File: src/rtl/fseq_pkg.sv
package fseq_pkg;

   typedef enum logic [1:0] {
      ST_IDLE = 2'd0,
      ST_WORD = 2'd1,
      ST_CMD  = 2'd2,
      ST_RUN  = 2'd3
   } seq_st_t;

   localparam logic [1:0] RIX_DIV  = 2'd0;
   localparam logic [1:0] RIX_CFG  = 2'd1;
   localparam logic [1:0] RIX_STAT = 2'd2;
   localparam logic [1:0] RIX_CMD  = 2'd3;

   localparam int STB_LAUNCH = 7;
   localparam int STB_ERRCLR = 4;

   localparam logic [7:0] OP_VERIFY = 8'h05;
   localparam logic [7:0] OP_PROG   = 8'h20;
   localparam logic [7:0] OP_SECT   = 8'h40;
   localparam logic [7:0] OP_MASS   = 8'h41;

   function automatic logic op_known(input logic [7:0] c);
      return (c == OP_VERIFY) || (c == OP_PROG) || (c == OP_SECT) || (c == OP_MASS);
   endfunction

   function automatic logic op_long(input logic [7:0] c);
      return (c == OP_SECT) || (c == OP_MASS);
   endfunction

endpackage

File: src/rtl/fseq_map.sv
module fseq_map #(
   parameter int PAGE_W    = 6,
   parameter int PAGE_BASE = 60,
   parameter int NUM_PAGES = 4,
   parameter bit BLK_ID    = 1'b0
) (
   input  logic [1:0]        addr_hi,
   input  logic              special,
   input  logic [PAGE_W-1:0] page_sel,
   input  logic              blk_sel,
   output logic              map_ok
);
   localparam int PG_LOG  = (NUM_PAGES > 1) ? $clog2(NUM_PAGES) : 0;
   localparam bit ALIGNED = (NUM_PAGES == (1 << PG_LOG)) && ((PAGE_BASE % NUM_PAGES) == 0);

   if (NUM_PAGES < 1)
      $error("fseq_map: NUM_PAGES must be at least 1");
   if (PAGE_BASE + NUM_PAGES > (1 << PAGE_W))
      $error("fseq_map: page range does not fit in PAGE_W bits");

   logic page_ok;
   logic blk_ok;
   logic in_win;

   if (ALIGNED) begin : g_mask
      localparam logic [PAGE_W-1:0] BASE_V = PAGE_W'(PAGE_BASE);
      localparam logic [PAGE_W-1:0] MASK_V = ~PAGE_W'(NUM_PAGES - 1);
      assign page_ok = ((page_sel ^ BASE_V) & MASK_V) == '0;
   end else begin : g_range
      localparam logic [PAGE_W:0] LO_V = (PAGE_W+1)'(PAGE_BASE);
      localparam logic [PAGE_W:0] HI_V = (PAGE_W+1)'(PAGE_BASE + NUM_PAGES);
      assign page_ok = ({1'b0, page_sel} >= LO_V) && ({1'b0, page_sel} < HI_V);
   end

   assign blk_ok = (blk_sel == BLK_ID);
   assign in_win = (addr_hi == 2'b10);
   assign map_ok = special ? (!in_win || (blk_ok && page_ok)) : blk_ok;

endmodule

File: src/rtl/fseq_timer.sv
module fseq_timer #(
   parameter int PROG_CYCLES  = 16,
   parameter int ERASE_CYCLES = 48
) (
   input  logic clk,
   input  logic rst_n,
   input  logic start,
   input  logic long_op,
   output logic done
);
   localparam int MAXC  = (PROG_CYCLES > ERASE_CYCLES) ? PROG_CYCLES : ERASE_CYCLES;
   localparam int CNT_W = $clog2(MAXC + 1);

   if (PROG_CYCLES < 1 || ERASE_CYCLES < 1)
      $error("fseq_timer: cycle counts must be at least 1");

   logic [CNT_W-1:0] cnt;
   logic [CNT_W-1:0] load_v;

   if (PROG_CYCLES == ERASE_CYCLES) begin : g_one
      logic unused_sel;
      assign unused_sel = long_op;
      assign load_v = CNT_W'(PROG_CYCLES - 1);
   end else begin : g_two
      assign load_v = long_op ? CNT_W'(ERASE_CYCLES - 1) : CNT_W'(PROG_CYCLES - 1);
   end

   always_ff @(posedge clk) begin
      if (!rst_n)           cnt <= '0;
      else if (start)       cnt <= load_v;
      else if (cnt != '0)   cnt <= cnt - 1'b1;
   end

   assign done = (cnt == '0);

endmodule

File: src/rtl/fseq_ctrl.sv
module fseq_ctrl
   import fseq_pkg::*;
#(
   parameter int DATA_W = 16
) (
   input  logic              clk,
   input  logic              rst_n,
   input  logic              special,
   input  logic              map_ok,
   input  logic              stop_req,
   input  logic              arr_wr,
   input  logic              arr_byte,
   input  logic [15:0]       arr_addr,
   input  logic [DATA_W-1:0] arr_wdata,
   input  logic              reg_wr,
   input  logic [1:0]        reg_idx,
   input  logic [7:0]        reg_wdata,
   input  logic              tmr_done,
   output seq_st_t           st,
   output logic              acc_err,
   output logic              launch,
   output logic [7:0]        l_cmd,
   output logic [15:0]       l_addr,
   output logic [DATA_W-1:0] l_data,
   output logic              tmr_start,
   output logic              tmr_long
);
   seq_st_t nst;
   logic    div_set, div_n;
   logic    err, clr, go, ld_word, ld_cmd;
   logic    pending;

   assign pending = (st == ST_WORD) || (st == ST_CMD);

   always_comb begin
      nst     = st;
      div_n   = div_set;
      err     = 1'b0;
      clr     = 1'b0;
      go      = 1'b0;
      ld_word = 1'b0;
      ld_cmd  = 1'b0;
      if (stop_req && st != ST_IDLE) begin
         nst = ST_IDLE;
         err = (st == ST_RUN);
      end else begin
         if (st == ST_RUN && tmr_done) nst = ST_IDLE;
         if (arr_wr) begin
            if (!acc_err) begin
               if (st != ST_IDLE || !div_set || arr_byte || arr_addr[0] || !map_ok) begin
                  err = 1'b1;
               end else begin
                  ld_word = 1'b1;
                  nst     = ST_WORD;
               end
            end
         end else if (reg_wr) begin
            unique case (reg_idx)
               RIX_DIV, RIX_CFG: begin
                  if (pending)                 err   = 1'b1;
                  else if (reg_idx == RIX_DIV) div_n = 1'b1;
               end
               RIX_CMD: begin
                  if (st == ST_WORD) begin
                     if (op_known(reg_wdata) || special) begin
                        ld_cmd = 1'b1;
                        nst    = ST_CMD;
                     end else begin
                        err = 1'b1;
                     end
                  end else if (st == ST_CMD) begin
                     err = 1'b1;
                  end
               end
               default: begin
                  if (st == ST_WORD) begin
                     err = 1'b1;
                  end else if (st == ST_CMD) begin
                     if (reg_wdata[STB_LAUNCH]) begin
                        go  = 1'b1;
                        nst = ST_RUN;
                     end
                  end else if (reg_wdata[STB_ERRCLR]) begin
                     clr = 1'b1;
                  end
               end
            endcase
         end
         if (err && st != ST_RUN) nst = ST_IDLE;
      end
   end

   always_ff @(posedge clk) begin
      if (!rst_n) begin
         st      <= ST_IDLE;
         div_set <= 1'b0;
         acc_err <= 1'b0;
         launch  <= 1'b0;
         l_cmd   <= '0;
         l_addr  <= '0;
         l_data  <= '0;
      end else begin
         st      <= nst;
         div_set <= div_n;
         launch  <= go;
         if (err)      acc_err <= 1'b1;
         else if (clr) acc_err <= 1'b0;
         if (ld_word) begin
            l_addr <= arr_addr;
            l_data <= arr_wdata;
         end
         if (ld_cmd) l_cmd <= reg_wdata;
      end
   end

   assign tmr_start = go;
   assign tmr_long  = op_long(l_cmd);

endmodule

File: src/rtl/flash_seq_guard.sv
module flash_seq_guard
   import fseq_pkg::*;
#(
   parameter int DATA_W       = 16,
   parameter int PAGE_W       = 6,
   parameter int PAGE_BASE    = 60,
   parameter int NUM_PAGES    = 4,
   parameter bit BLK_ID       = 1'b0,
   parameter int PROG_CYCLES  = 16,
   parameter int ERASE_CYCLES = 48
) (
   input  logic              clk,
   input  logic              rst_n,
   input  logic              mode_special,
   input  logic [PAGE_W-1:0] page_sel,
   input  logic              blk_sel,
   input  logic              stop_req,
   input  logic              arr_wr,
   input  logic              arr_byte,
   input  logic [15:0]       arr_addr,
   input  logic [DATA_W-1:0] arr_wdata,
   input  logic              reg_wr,
   input  logic [1:0]        reg_idx,
   input  logic [7:0]        reg_wdata,
   output logic              buf_empty,
   output logic              cmd_done,
   output logic              acc_err,
   output logic              launch,
   output logic [7:0]        launch_cmd,
   output logic [15:0]       launch_addr,
   output logic [DATA_W-1:0] launch_data
);
   if (DATA_W < 8)
      $error("flash_seq_guard: DATA_W must be at least 8");

   seq_st_t st;
   logic    map_ok, tmr_done, tmr_start, tmr_long;

   fseq_map #(
      .PAGE_W(PAGE_W), .PAGE_BASE(PAGE_BASE), .NUM_PAGES(NUM_PAGES), .BLK_ID(BLK_ID)
   ) map_i (
      .addr_hi(arr_addr[15:14]), .special(mode_special), .page_sel(page_sel),
      .blk_sel(blk_sel), .map_ok(map_ok)
   );

   fseq_ctrl #(.DATA_W(DATA_W)) ctrl_i (
      .clk(clk), .rst_n(rst_n), .special(mode_special), .map_ok(map_ok),
      .stop_req(stop_req), .arr_wr(arr_wr), .arr_byte(arr_byte), .arr_addr(arr_addr),
      .arr_wdata(arr_wdata), .reg_wr(reg_wr), .reg_idx(reg_idx), .reg_wdata(reg_wdata),
      .tmr_done(tmr_done), .st(st), .acc_err(acc_err), .launch(launch),
      .l_cmd(launch_cmd), .l_addr(launch_addr), .l_data(launch_data),
      .tmr_start(tmr_start), .tmr_long(tmr_long)
   );

   fseq_timer #(.PROG_CYCLES(PROG_CYCLES), .ERASE_CYCLES(ERASE_CYCLES)) tmr_i (
      .clk(clk), .rst_n(rst_n), .start(tmr_start), .long_op(tmr_long), .done(tmr_done)
   );

   assign buf_empty = (st != ST_RUN);
   assign cmd_done  = (st != ST_RUN);

endmodule

File: config.mk
export PLATFORM = sky130hd
export DESIGN_NAME = flash_seq_guard
export DESIGN_NICKNAME = d
export VERILOG_FILES = /design/src/rtl/fseq_pkg.sv /design/src/rtl/fseq_map.sv /design/src/rtl/fseq_timer.sv /design/src/rtl/fseq_ctrl.sv /design/src/rtl/flash_seq_guard.sv
export SDC_FILE = /design/constraint.sdc
export NUM_CORES = 1
export LEC_CHECK = 0
export ABC_AREA = 1
export BUFFER_PORTS_ARGS = -buffer_cell sky130_fd_sc_hd__buf_2
export CORE_UTILIZATION = 30
export DETAILED_ROUTE_END_ITERATION = 8
export GPL_TIMING_DRIVEN = 1
export PLACE_DENSITY = 0.56
export SLEW_MARGIN = 20
export SYNTH_ARGS = -nofsm -noshare
export SYNTH_HDL_FRONTEND = slang
export SYNTH_SLANG_ARGS = --single-unit
File: constraint.sdc
create_clock -name clk -period 2.9 [get_ports clk]
set_clock_uncertainty 0.05 [all_clocks]
set_input_delay 0.145 -clock clk [delete_from_list [all_inputs] [get_ports clk]]
set_output_delay 0.145 -clock clk [all_outputs]
set_load 0.03 [all_outputs]
## Word-level counts from Yosys, hierarchy flattened

Index checks and enable logic that the tools add are counted.

| storage, ports and cells | value |
|---|---|
| register bits | 51 |
| bits of input ports | 56 |
| output and inout bits | 44 |
| word-level logic and storage cells | 110 |

| operators by class | value |
|---|---|
| eq/ne operators | 13 |
| add/sub/neg operators | 1 |
| bitwise operators | 6 |
| reduce and logical (&&, ||, !) cells | 29 |
| multiplexer cells | 53 |

Operators by type and width:

| cell | count |
|---|---|
| 2-to-1 mux 1 bit | 38 |
| equality test 8 x 7 -> 1 bit (second input constant) | 4 |
| 2-to-1 mux 2 bit | 10 |
| 2-to-1 mux 6 bit | 3 |
| logical NOT 6 bit | 2 |
| logical OR 1 bit | 11 |
| equality test 2 bit (second input constant) | 4 |
| equality test 8 x 3 -> 1 bit (second input constant) | 1 |
| equality test 8 x 6 -> 1 bit (second input constant) | 1 |
| AND reduction 6 bit | 1 |
| nonzero test 2 bit | 3 |
| nonzero test 6 bit | 1 |
| OR reduction 3 bit | 2 |
| subtractor 6 x 1 -> 6 bit (second input constant) | 1 |
| inverter 1 bit | 5 |
| equality test 2 x 1 -> 1 bit (second input constant) | 2 |
| logical AND 1 bit | 4 |
| inverter 4 bit | 1 |
| one-hot mux 2 bit (2 select lines) | 1 |
| logical NOT 1 bit | 3 |
| logical NOT 2 bit | 1 |
| inequality test 2 bit (second input constant) | 1 |
| one-hot mux 1 bit (2 select lines) | 1 |
| OR reduction 2 bit | 1 |

## Depth between registers and ports, before layout

Gate-level depths: netlist (run 1).

| depth | value |
|---|---|
| depth in word-level cells | 13 |
| depth in mapped cells | 12 |
| gate-level depth less buffers | 12 |

## Cells and area by module

Synthesis (run 1) repeated with hierarchy kept, for this count alone.

| unflattened totals | value |
|---|---|
| cells, all modules | 322 |
| area, all modules | 2323.5 um2 |

Modules (own cells, without submodules):

| module | cells each | area an instance (um2) | seq. area each (um2) | times used |
|---|---|---|---|---|
| fseq_ctrl | 257 | 1876.8 | 900.9 | 1 |
| fseq_timer | 55 | 402.9 | 120.1 | 1 |
| fseq_map | 8 | 32.5 | 0.0 | 1 |
| flash_seq_guard | 2 | 11.3 | 0.0 | 1 |

## Worst setup path before layout (run 1)

Ideal clock, no wire load.

| path | value |
|---|---|
| kind | flip-flop to flip-flop |
| start point | register ctrl_i.st[0] |
| end point | register ctrl_i.l_cmd[5] |
| path buffers | 1 |
| data arrival time | 1.315 ns |
| stages on the path, launching flop included | 10 |
| library setup time | 0.113 ns |
| slack | 1.423 ns |
| data required time | 2.737 ns |
| period minus slack after synthesis | 1.477 ns |
| cells stage by stage | dfxtp_1 > inv_1 > ha_1 > inv_1 > nand2_1 > nand4_4 > buf_2 > nand2_1 > nand2_1 > nor2_1 |

| on the way | value |
|---|---|
| word-level cells in the longest chain between the ends | 6 |
| elaborated cells between the ends (all ways) | 8 |
| those cells by class | 1 x eq/ne; 5 x mux; 2 x reduce/logical |

Ends and longest elaborated chain:

| what | line | RTL |
|---|---|---|
| start: declaration | fseq_ctrl.sv:19 | `output seq_st_t st,` |
| start signal: assignment | fseq_ctrl.sv:103 | `st <= nst;` |
| equality test 2 x 1 -> 1 bit | fseq_ctrl.sv:64 | `if (st == ST_WORD) begin` |
| 2-to-1 mux 1 bit | fseq_ctrl.sv:64 |  |
| 2-to-1 mux 1 bit | fseq_ctrl.sv:58 | `unique case (reg_idx)` |
| 2-to-1 mux 1 bit | fseq_ctrl.sv:57 | `end else if (reg_wr) begin` |
| 2-to-1 mux 1 bit | fseq_ctrl.sv:48 | `if (arr_wr) begin` |
| 2-to-1 mux 1 bit * | fseq_ctrl.sv:43 | `if (stop_req && st != ST_IDLE) begin` |
| end signal: assignment | fseq_ctrl.sv:112 | `if (ld_cmd) l_cmd <= reg_wdata;` |
| end: declaration | fseq_ctrl.sv:22 | `output logic [7:0] l_cmd,` |

Every way passes the cells marked *; elsewhere a longest branch is shown, timed or not.
A chain may end at the register's enable or synchronous reset.

## Final worst setup path (run 1)

| path | value |
|---|---|
| start point | register ctrl_i.st[0] |
| end point | register ctrl_i.l_addr[1] |

| on the way | value |
|---|---|
| word-level cells in the longest chain between the ends | 9 |
| elaborated cells between the ends (all ways) | 10 |
| those cells by class | 4 x mux; 6 x reduce/logical |

Ends and longest elaborated chain:

| what | line | RTL |
|---|---|---|
| nonzero test 2 bit * | fseq_ctrl.sv:43, fseq_ctrl.sv:50 |  |
| logical OR 1 bit (4 in a row) | fseq_ctrl.sv:50 | `if (st != ST_IDLE \|\| !div_set \|\| arr_byte \|\| arr_addr[0] \|\| !map_ok) begin` |
| 2-to-1 mux 1 bit | fseq_ctrl.sv:50 |  |
| 2-to-1 mux 1 bit | fseq_ctrl.sv:49 | `if (!acc_err) begin` |
| 2-to-1 mux 1 bit | fseq_ctrl.sv:48 |  |
| 2-to-1 mux 1 bit * | fseq_ctrl.sv:43 |  |
| end signal: assignment | fseq_ctrl.sv:109 | `l_addr <= arr_addr;` |
| end: declaration | fseq_ctrl.sv:23 | `output logic [15:0] l_addr,` |

Marked as above.

==> impl.org, run 1 <==
** Run status
- The flow ran to the end, and the final reports show no timing, DRC or antenna violations.

** Timing
- Timing would allow up to about 580 MHz.
- Setup repair after global routing left no endpoint under its margin.
- Crit share post-route :: a little under 60%
- In this run the tightest slew margin relative to its limit is 63.4%.
- Adding up every negative setup slack in the final design gives 0 ns.
- Final Hold Violating Endpoints :: 0
- Slew at the pin closest to its max-slew limit :: between 0.5 and 0.6 ns
- Max-slew violation count :: 0
- Tmin final :: ~1.7 ns
- Setup violations remaining at the end of the flow were counted as 0.
- On the final layout, the worst hold slack is 0.0249 ns.

** Yosys
- Simple-gate share of the synthesized area :: a little under a third
- Leading post-synthesis cells by cell area :: sky130_fd_sc_hd__dfxtp_1 45%, sky130_fd_sc_hd__nand2_1 18%, sky130_fd_sc_hd__a21oi_1 7.5%
- After Yosys synthesis, full adders, half adders and majority gates account for under 10% of the synthesized area.
- Post-synth design cell area :: 2280 sq um
- Post-Syn Nets :: between 300 and 400
- In this run the biggest area consumer among cell types represents between 40% and 50% of the synthesized area.
- Averaged over all synthesized cells, the footprint is approximately 7.1 sq um.
- After synthesis, the largest family of logic cells by area is simple AND/OR/NAND/NOR gates.
- Register bit count reported by yosys :: 51
- In this run, distinct cell masters in the synthesized netlist total 25.
- Multiplexer cells account for 0% of the synthesized area.
- Sequential fraction of the synthesis area :: 44.8%
- Compound-cell area share of the yosys netlist :: a little over a tenth
- Synthesis handed over a netlist of 320 instances.
- Post-synthesis share of cell area spent on xor and xnor gates :: ~1.2%
- The biggest area contributor in the post-synthesis netlist is sky130_fd_sc_hd__dfxtp_1.
- For this run, the number of Yosys warnings is 0.

** Power
- Sequential cells account for between 50% and 60% of the total power.
- Leak pwr :: between 1 and 1.5 nW
- Power density relative to cell area :: just under 500 nW/um^2
- The internal portion of the total power is 1.02 mW.
- Combinational cells account for 19.0% of the total power.
- Net switching is between 20% and 30% of the power.
- Summing internal, switching and leakage power gives about 1.4 mW.
- Across the VDD grid, the largest voltage drop is around 190 uV.
- Power dissipated by switching net loads :: approximately 420 uW
- Share of total power in the clock network :: roughly 29%

** Critical path
- The startpoint identified for the worst register-to-register timing path is ctrl_i.st[0].
- Measured in cells, the most critical reg-to-reg path has a length of 8.
- Flop-to-flop setup slack :: roughly 1.2 ns
- Worst EP arrival :: around 1.9 ns
- End of the worst register-to-register path :: ctrl_i.l_addr[1]
- Kind of end point of the critical path :: flop
- Worst setup path category :: reg2reg
- In this run the worst path has a maximum fanout of 31.
- Worst Setup Start Kind :: flop
- Required time of the critical path :: around 3.1 ns

** Routing
- In the final routed layout, each cell accounts on average for around 10 um.
- Summed over all layers, the routed wires come to roughly 5300 um.
- After detailed routing, the number of vias per cell comes to between 4 and 5.
- The first detailed-routing pass ran for 4 iterations.
- Residual DRC :: 0
- The final route contains approximately 2,200 vias.
- Initial detailed-routing violation count :: 66
- Antenna viol nets, final :: 0

** Floorplan
- In this run the horizontal extent of the chip is just under 90 um.
- Standard cell core area :: about 7300 sq um
- Std-Cell Rows :: 31
- Effective utilization at floorplan :: 31.3%
- Overall die area :: 7950 sq um
- During I/O placement, the number of pins put on the boundary was 100.
- The die is just under 90 um tall.

** Final layout
- The library cells used most frequently in the layout, excluding fill and tap cells, are 110 x sky130_fd_sc_hd__nand2_1, 97 x sky130_fd_sc_hd__buf_2, 51 x sky130_fd_sc_hd__dfxtp_1.
- Final core utilization :: 39.9%
- The post-route netlist has a little over a quarter of its cells at a drive strength greater than 1.
- Number of antenna cells inserted :: 0
- Relative area change from synthesis to final layout :: 27.8%
- Final #Nets :: about 480
- The library cell used most frequently in the layout, excluding fill and tap cells, is sky130_fd_sc_hd__nand2_1.
- After routing the design area is 2910 sq um.

** Clock network
- Total clock sinks :: between 50 and 60
- The cell sitting at the root of the clock tree is a sky130_fd_sc_hd__clkbuf_8.
- The clock reaches the later pin of the worst-skew pair after around 0.3 ns.
- TritonCTS Buffers :: 5
- Clock transition at the registers of the reported paths :: 0.10 ns
- Buffers added to address setup during post-CTS repair amount to 0.
- The number of gates resized after CTS was 0.
- Count of hold buffers inserted by post-cts repair :: 0
- In this run the deepest clock path goes through 2 buffers.
- The H-tree was split into 2 levels.
- CTS tree :: done

** Placement
- Detailed placer's ending HPWL :: ~4000 um
- Port buffering added 97 buffers.
- Post-detailed-placement cell area :: between 2000 and 3000 sq um
- Routability-driven placement finished with a final weighted congestion of approximately 0.72.

** Hold path
- Start point of the worst min-delay path :: arr_addr[12]
- Hold Crit Class :: in2reg
- Worst hold path cell count :: 3
- The worst hold path terminates at ctrl_i.l_addr[12].

** Global routing
- Summed over all layers, the global routing overflow is 0.
- Pin count of the biggest net entering global routing :: 35
- First-pass GRT wire length :: between 8000 and 9000 um
- Antenna violations before repair :: 0
- GRT Resource Usage Total :: between 10% and 20%
- Via count of the first global-routing pass :: slightly below 2,000

** Job
- Across the run, the number of max-cap violations was 0.
sequential cells by signal (all words and copies together) (netlist names):
signal          cells
ctrl_i.l_cmd        8
tmr_i.cnt           6
ctrl_i.l_data      16
ctrl_i.acc_err      1
ctrl_i.l_addr      16
ctrl_i.div_set      1
ctrl_i.st           2
ctrl_i.launch       1
final cells by class:
type / instances / area [sq um]
clock buffers: 6 / 72.6
well taps: 99 / 124
inverters: 32 / 120
fillers: 803 / 4380
multi-input cells: 224 / 1060
flip-flops and latches: 51 / 1020
clock inverters: 2 / 16.3
repair buffers: 99 / 500
critical path, stage by stage, from the launching register on:
cell and delay (ns):
sky130_fd_sc_hd__dfxtp_1 0.35, sky130_fd_sc_hd__inv_1 0.09, sky130_fd_sc_hd__ha_1 0.14, sky130_fd_sc_hd__inv_1 0.07, sky130_fd_sc_hd__nor4_4 0.20, sky130_fd_sc_hd__nand3_4 0.10
sky130_fd_sc_hd__inv_2 0.40, sky130_fd_sc_hd__nand2_1 0.10, sky130_fd_sc_hd__a21oi_1 0.13
metrics by stage:
| stage | setup slack [ns] | instances |
|---|---|---|
| after global placement | 1.20 | 505 |
| after global routing | 0.929 | 513 |
| after detailed placement | 1.14 | 505 |
| final | 1.17 | 513 |
| after floorplan | 1.42 | 320 |
| after CTS | 1.13 | 513 |
worst max path at each step:
stage / from / end / slack [ns]
after floorplan: ctrl_i.st[0] / ctrl_i.l_cmd[5] / 1.42
after global placement: ctrl_i.st[0] / ctrl_i.l_addr[14] / 1.20
after detailed placement: ctrl_i.st[0] / ctrl_i.l_addr[5] / 1.14
after CTS: ctrl_i.st[0] / ctrl_i.l_addr[1] / 1.13
after global routing: ctrl_i.st[1] / ctrl_i.l_data[4] / 0.93
final: ctrl_i.st[0] / ctrl_i.l_addr[1] / 1.17
cell usage after synthesis, drive strengths merged:
cell type  number
a21oi          34
buf             8
clkbuf          5
dfxtp          51
ha              6
inv            32
nand2         111
nand3           9
nand4           3
nor2           37
nor3            4
nor4            3
o211ai          1
o21ai          11
o21bai          1
or2             1
xor2            3
power by group through the flow:
stage               logic (mW)  registers [mW]  clock network [mW]
CTS                      0.277           0.753               0.436
floorplan                0.192           0.771                   0
global route             0.320           0.758               0.466
global placement         0.270           0.769                   0
finish                   0.273           0.753               0.413
detailed placement       0.276           0.769                   0
per-layer routing:
metal / part of all wire, % / GRT usage [%] / wire length (um)
met5: 0 / 0 / 0
met4: 0.75 / 3.46 / 40
met3: 5.7 / 3.60 / 305
met2: 46 / 24.5 / 2460
met1: 47 / 17.4 / 2540
kinds of logic (layout without fill, tap and decap cells):
logic type	count (synthesis)	in the layout
AO/OA/AOI/OAI	47	47
XOR/XNOR	3	3
adder cells (fa/ha/maj)	6	6
AND/OR/NAND/NOR	168	168
buffers and inverters	45	139
flip-flops	51	51
(Power assumes the default switching activity.)
==> inputs of run 2 (changes only) <==
- PLACE_DENSITY: 0.56 -> 0.58
- clock period: 2.9 -> 1.4 ns (I/O delays scaled with it)
==> impl.org, run 2 (same netlist as run 1, synthesis figures left out) <==
** Power
- Maximum resistive drop on vdd :: 492 uV (+160%)
- The areal power density over the cells was 827 nW/um^2 (+67%).
- Leak pwr :: 1.90 nW (+32%)

** Placement
- The weighted congestion reported at the end of routability-driven placement is 0.746 (+3.7%).
- The number of I/O port buffers was 97 (unchanged).
- Post-placement setup slack :: -0.134 ns (-1.28 ns)
- The detailed placer's ending HPWL came to 4420 um (+13%).
- The placed instance count came to 519 (+2.8%).

** Clock network
- Buffer levels on the longest clock path :: 2 (unchanged)
- The cell sitting at the root of the clock tree is a sky130_fd_sc_hd__clkbuf_8.
- TritonCTS built the clock tree.
- The number of H-tree levels was 2 (unchanged).
- Clock transition at the registers of the reported paths :: 0.10 ns (about the same)
- Worst skew pair latency :: 0.30 ns (about the same)
- The total clock buffers created by CTS is 5 (unchanged).
- Total clock sinks :: 51 (unchanged)

** Timing
- Slew at the pin closest to its max-slew limit :: 0.388 ns (-0.161 ns)
- Max transition margin :: 74.1% (+11 points)
- The final critical path time including I/O delays and setup was 1.55 ns (-0.173 ns).
- Worst setup slack after layout :: -0.154 ns (-1.33 ns)
- The maximum operating frequency is 643 MHz (+11%).
- The worst hold margin came to 0.0816 ns (+0.0567 ns).
- The count of endpoints failing setup in the final report came to 43 (+43).
- The count of pins over their slew limit was 0 (unchanged).
- The period utilization was 111% (+51 points).
- Final Hold Violating Endpoints :: 0 (unchanged)
- RSZ-0062 raised after global routing :: true

** Routing
- The violation count after the first detailed-route iteration came to 79 (+20%).
- Routed length per placed instance :: 12.0 um (+15%)
- The post-route antenna net violation count was 0 (unchanged).
- Average via count per standard cell :: 4.37 (+1.4%)
- The number of iterations in the first detailed-routing pass is 4 (unchanged).
- Residual DRC :: 0 (unchanged)
- The count of vias placed by the detailed router came to 2,514 (+14%).
- Total routed wirelength :: 6910 um (+29%)

** Floorplan
- Standard cell core area :: 7290 sq um (unchanged)
- Y dimension of the die :: 89.2 um (unchanged)
- The initial core utilization came to 31.3% (unchanged).
- Overall die area :: 7950 sq um (unchanged)
- The number of top-level design ports is 100 (unchanged).
- The die width came to 89.2 um (unchanged).
- The number of rows created at floorplan was 31 (unchanged).

** Hold path
- The tightest min-delay check is of the in2reg type.

** Critical path
- The required time at the worst-slack endpoint was 1.59 ns (-1.49 ns).
- Walking the worst path, the cells encountered are inv_2 > ha_4 > inv_4 > nor4_4 > nand3_4 > inv_6 > buf_12 > nand2_2 > a21oi_2.
- Worst Setup Start Kind :: flop
- The critical path in this run is classified as reg2reg.
- Kind of end point of the critical path :: flop
- Among all stages on the critical path, the largest delay is contributed by sky130_fd_sc_hd__dfxtp_2.
- The delay of the slowest critical-path stage came to 0.34 ns (-0.06 ns).
- The setup slack of the most critical reg-to-reg path came to -0.15 ns (-1.33 ns).
- The biggest fanout along the worst timing path was 8 (-74%).
- Worst EP arrival :: 1.75 ns (-0.15 ns)

** Run status
- The checks that failed: setup timing.
- Run status :: finished with violations

** Final layout
- The library cell used most frequently in the layout, excluding fill and tap cells, is sky130_fd_sc_hd__buf_2.
- Final-layout fill cell count :: 701 (-13%)
- In the layout the commonest cells are 95 x sky130_fd_sc_hd__buf_2, 80 x sky130_fd_sc_hd__nand2_1, 49 x sky130_fd_sc_hd__dfxtp_1.
- Final std cells w/o fill :: 575 (+12%)
- Number of antenna cells inserted :: 0 (unchanged)
- Final #Nets :: 537 (+13%)
- The largest registers in the layout are ctrl_i.l_addr: 16 flops, ctrl_i.l_data: 16 flops, ctrl_i.l_cmd: 8 flops.
- Compared with the post-synthesis result, the final layout area differs by 71.8%.
- The proportion of layout cells with a drive suffix above 1 is 43.9% (+17 points).

** Global routing
- Pin count of the biggest net entering global routing :: 29 (-17%)
- The via count of the first global-routing pass is 2,267 (+15%).
- GRT Resource Usage Total :: 16.8% (+2.7 points)
- Global-route congestion overflow total :: 0 (unchanged)
- The number of antenna violations at the first check in global routing is 0 (unchanged).
- First-pass GRT wire length :: 10,300 um (+19%)

** Job
- Max cap viols :: 0 (unchanged)
==> run 2: changes by cell type in the layout (fill, tap and decap cells not counted), moves of 16 or more <==
cell and delta:
sky130_fd_sc_hd__a21oi_2 +21, sky130_fd_sc_hd__nand2_4 +17, sky130_fd_sc_hd__buf_4 +16, sky130_fd_sc_hd__dlygate4sd3_1 +39, sky130_fd_sc_hd__nand2_1 -30, sky130_fd_sc_hd__a21oi_1 -21
==> run 2: cell type report <==
type | instances | area (sq um) | area share, %
clock inverters | 3 | 28.8 | 0.735
well taps | 99 | 124 | 3.16
inverters | 32 | 133 | 3.39
flip-flops and latches | 51 | 1030 | 26.2
multi-input cells | 225 | 1400 | 35.8
repair buffers | 160 | 1140 | 29.0
clock buffers | 5 | 68.8 | 1.76
==> run 2: final timing paths <==
check | start | end | depth (start not counted)
worst max register to register | ctrl_i.st[0] | ctrl_i.l_data[13] | 9
worst min register to register | ctrl_i.l_addr[0] | ctrl_i.l_addr[0] | 2
worst max-delay path | ctrl_i.st[0] | ctrl_i.l_data[13] | 9
worst min-delay path | reg_idx[0] | ctrl_i.div_set | 4
==> run 2: where the power goes <==
group / total, mW / switching [mW] / internal, mW
clock: 0.911 / 0.539 / 0.372
combinational: 0.772 / 0.400 / 0.371
sequential: 1.56 / 0.0420 / 1.52
==> run 2: routing by layer <==
layer / share of wire (%) / global-route usage (%) / wire, um
met3: 5.0 / 4.06 / 347
met1: 45 / 20.3 / 3090
met2: 49 / 30.0 / 3420
met4: 0.84 / 3.90 / 58
met5: 0 / 0 / 0
==> run 2: per-stage QoR <==
step	cell area, sq um	utilization (%)	setup TNS (ns)	power [mW]
final	3920	53.7	-4.48	3.24
after CTS	3560	48.9	-2.47	3.22
after global placement	2970	40.8	-1.50	2.20
after global routing	3920	53.7	-9.00	3.43
after detailed placement	2970	40.8	-3.36	2.21
after floorplan	2310	-	-0.116	1.99
==> run 2: what timing repair did <==
| item | 4_1_cts | 5_1_grt |
|---|---|---|
| endpoints found under the setup margin | 43 | 52 |
| pin swaps | 7 | 19 |
| hold buffers | 39 | 0 |
| buffers inserted | 2 | 4 |
| endpoints found under the hold margin | 39 | 0 |
| gates resized for setup | 19 | 80 |
| gates cloned | 1 | 2 |
==> run 2: critical path: cells and delay by family, from the launching register on <==
| family | cells | cell delay, ns |
|---|---|---|
| adders and majority gates | 1 | 0.14 |
| buffers and inverters | 4 | 0.41 |
| DFF | 1 | 0.34 |
| and+or+nand+nor | 3 | 0.43 |
| AOI/OAI and AO/OA | 1 | 0.12 |
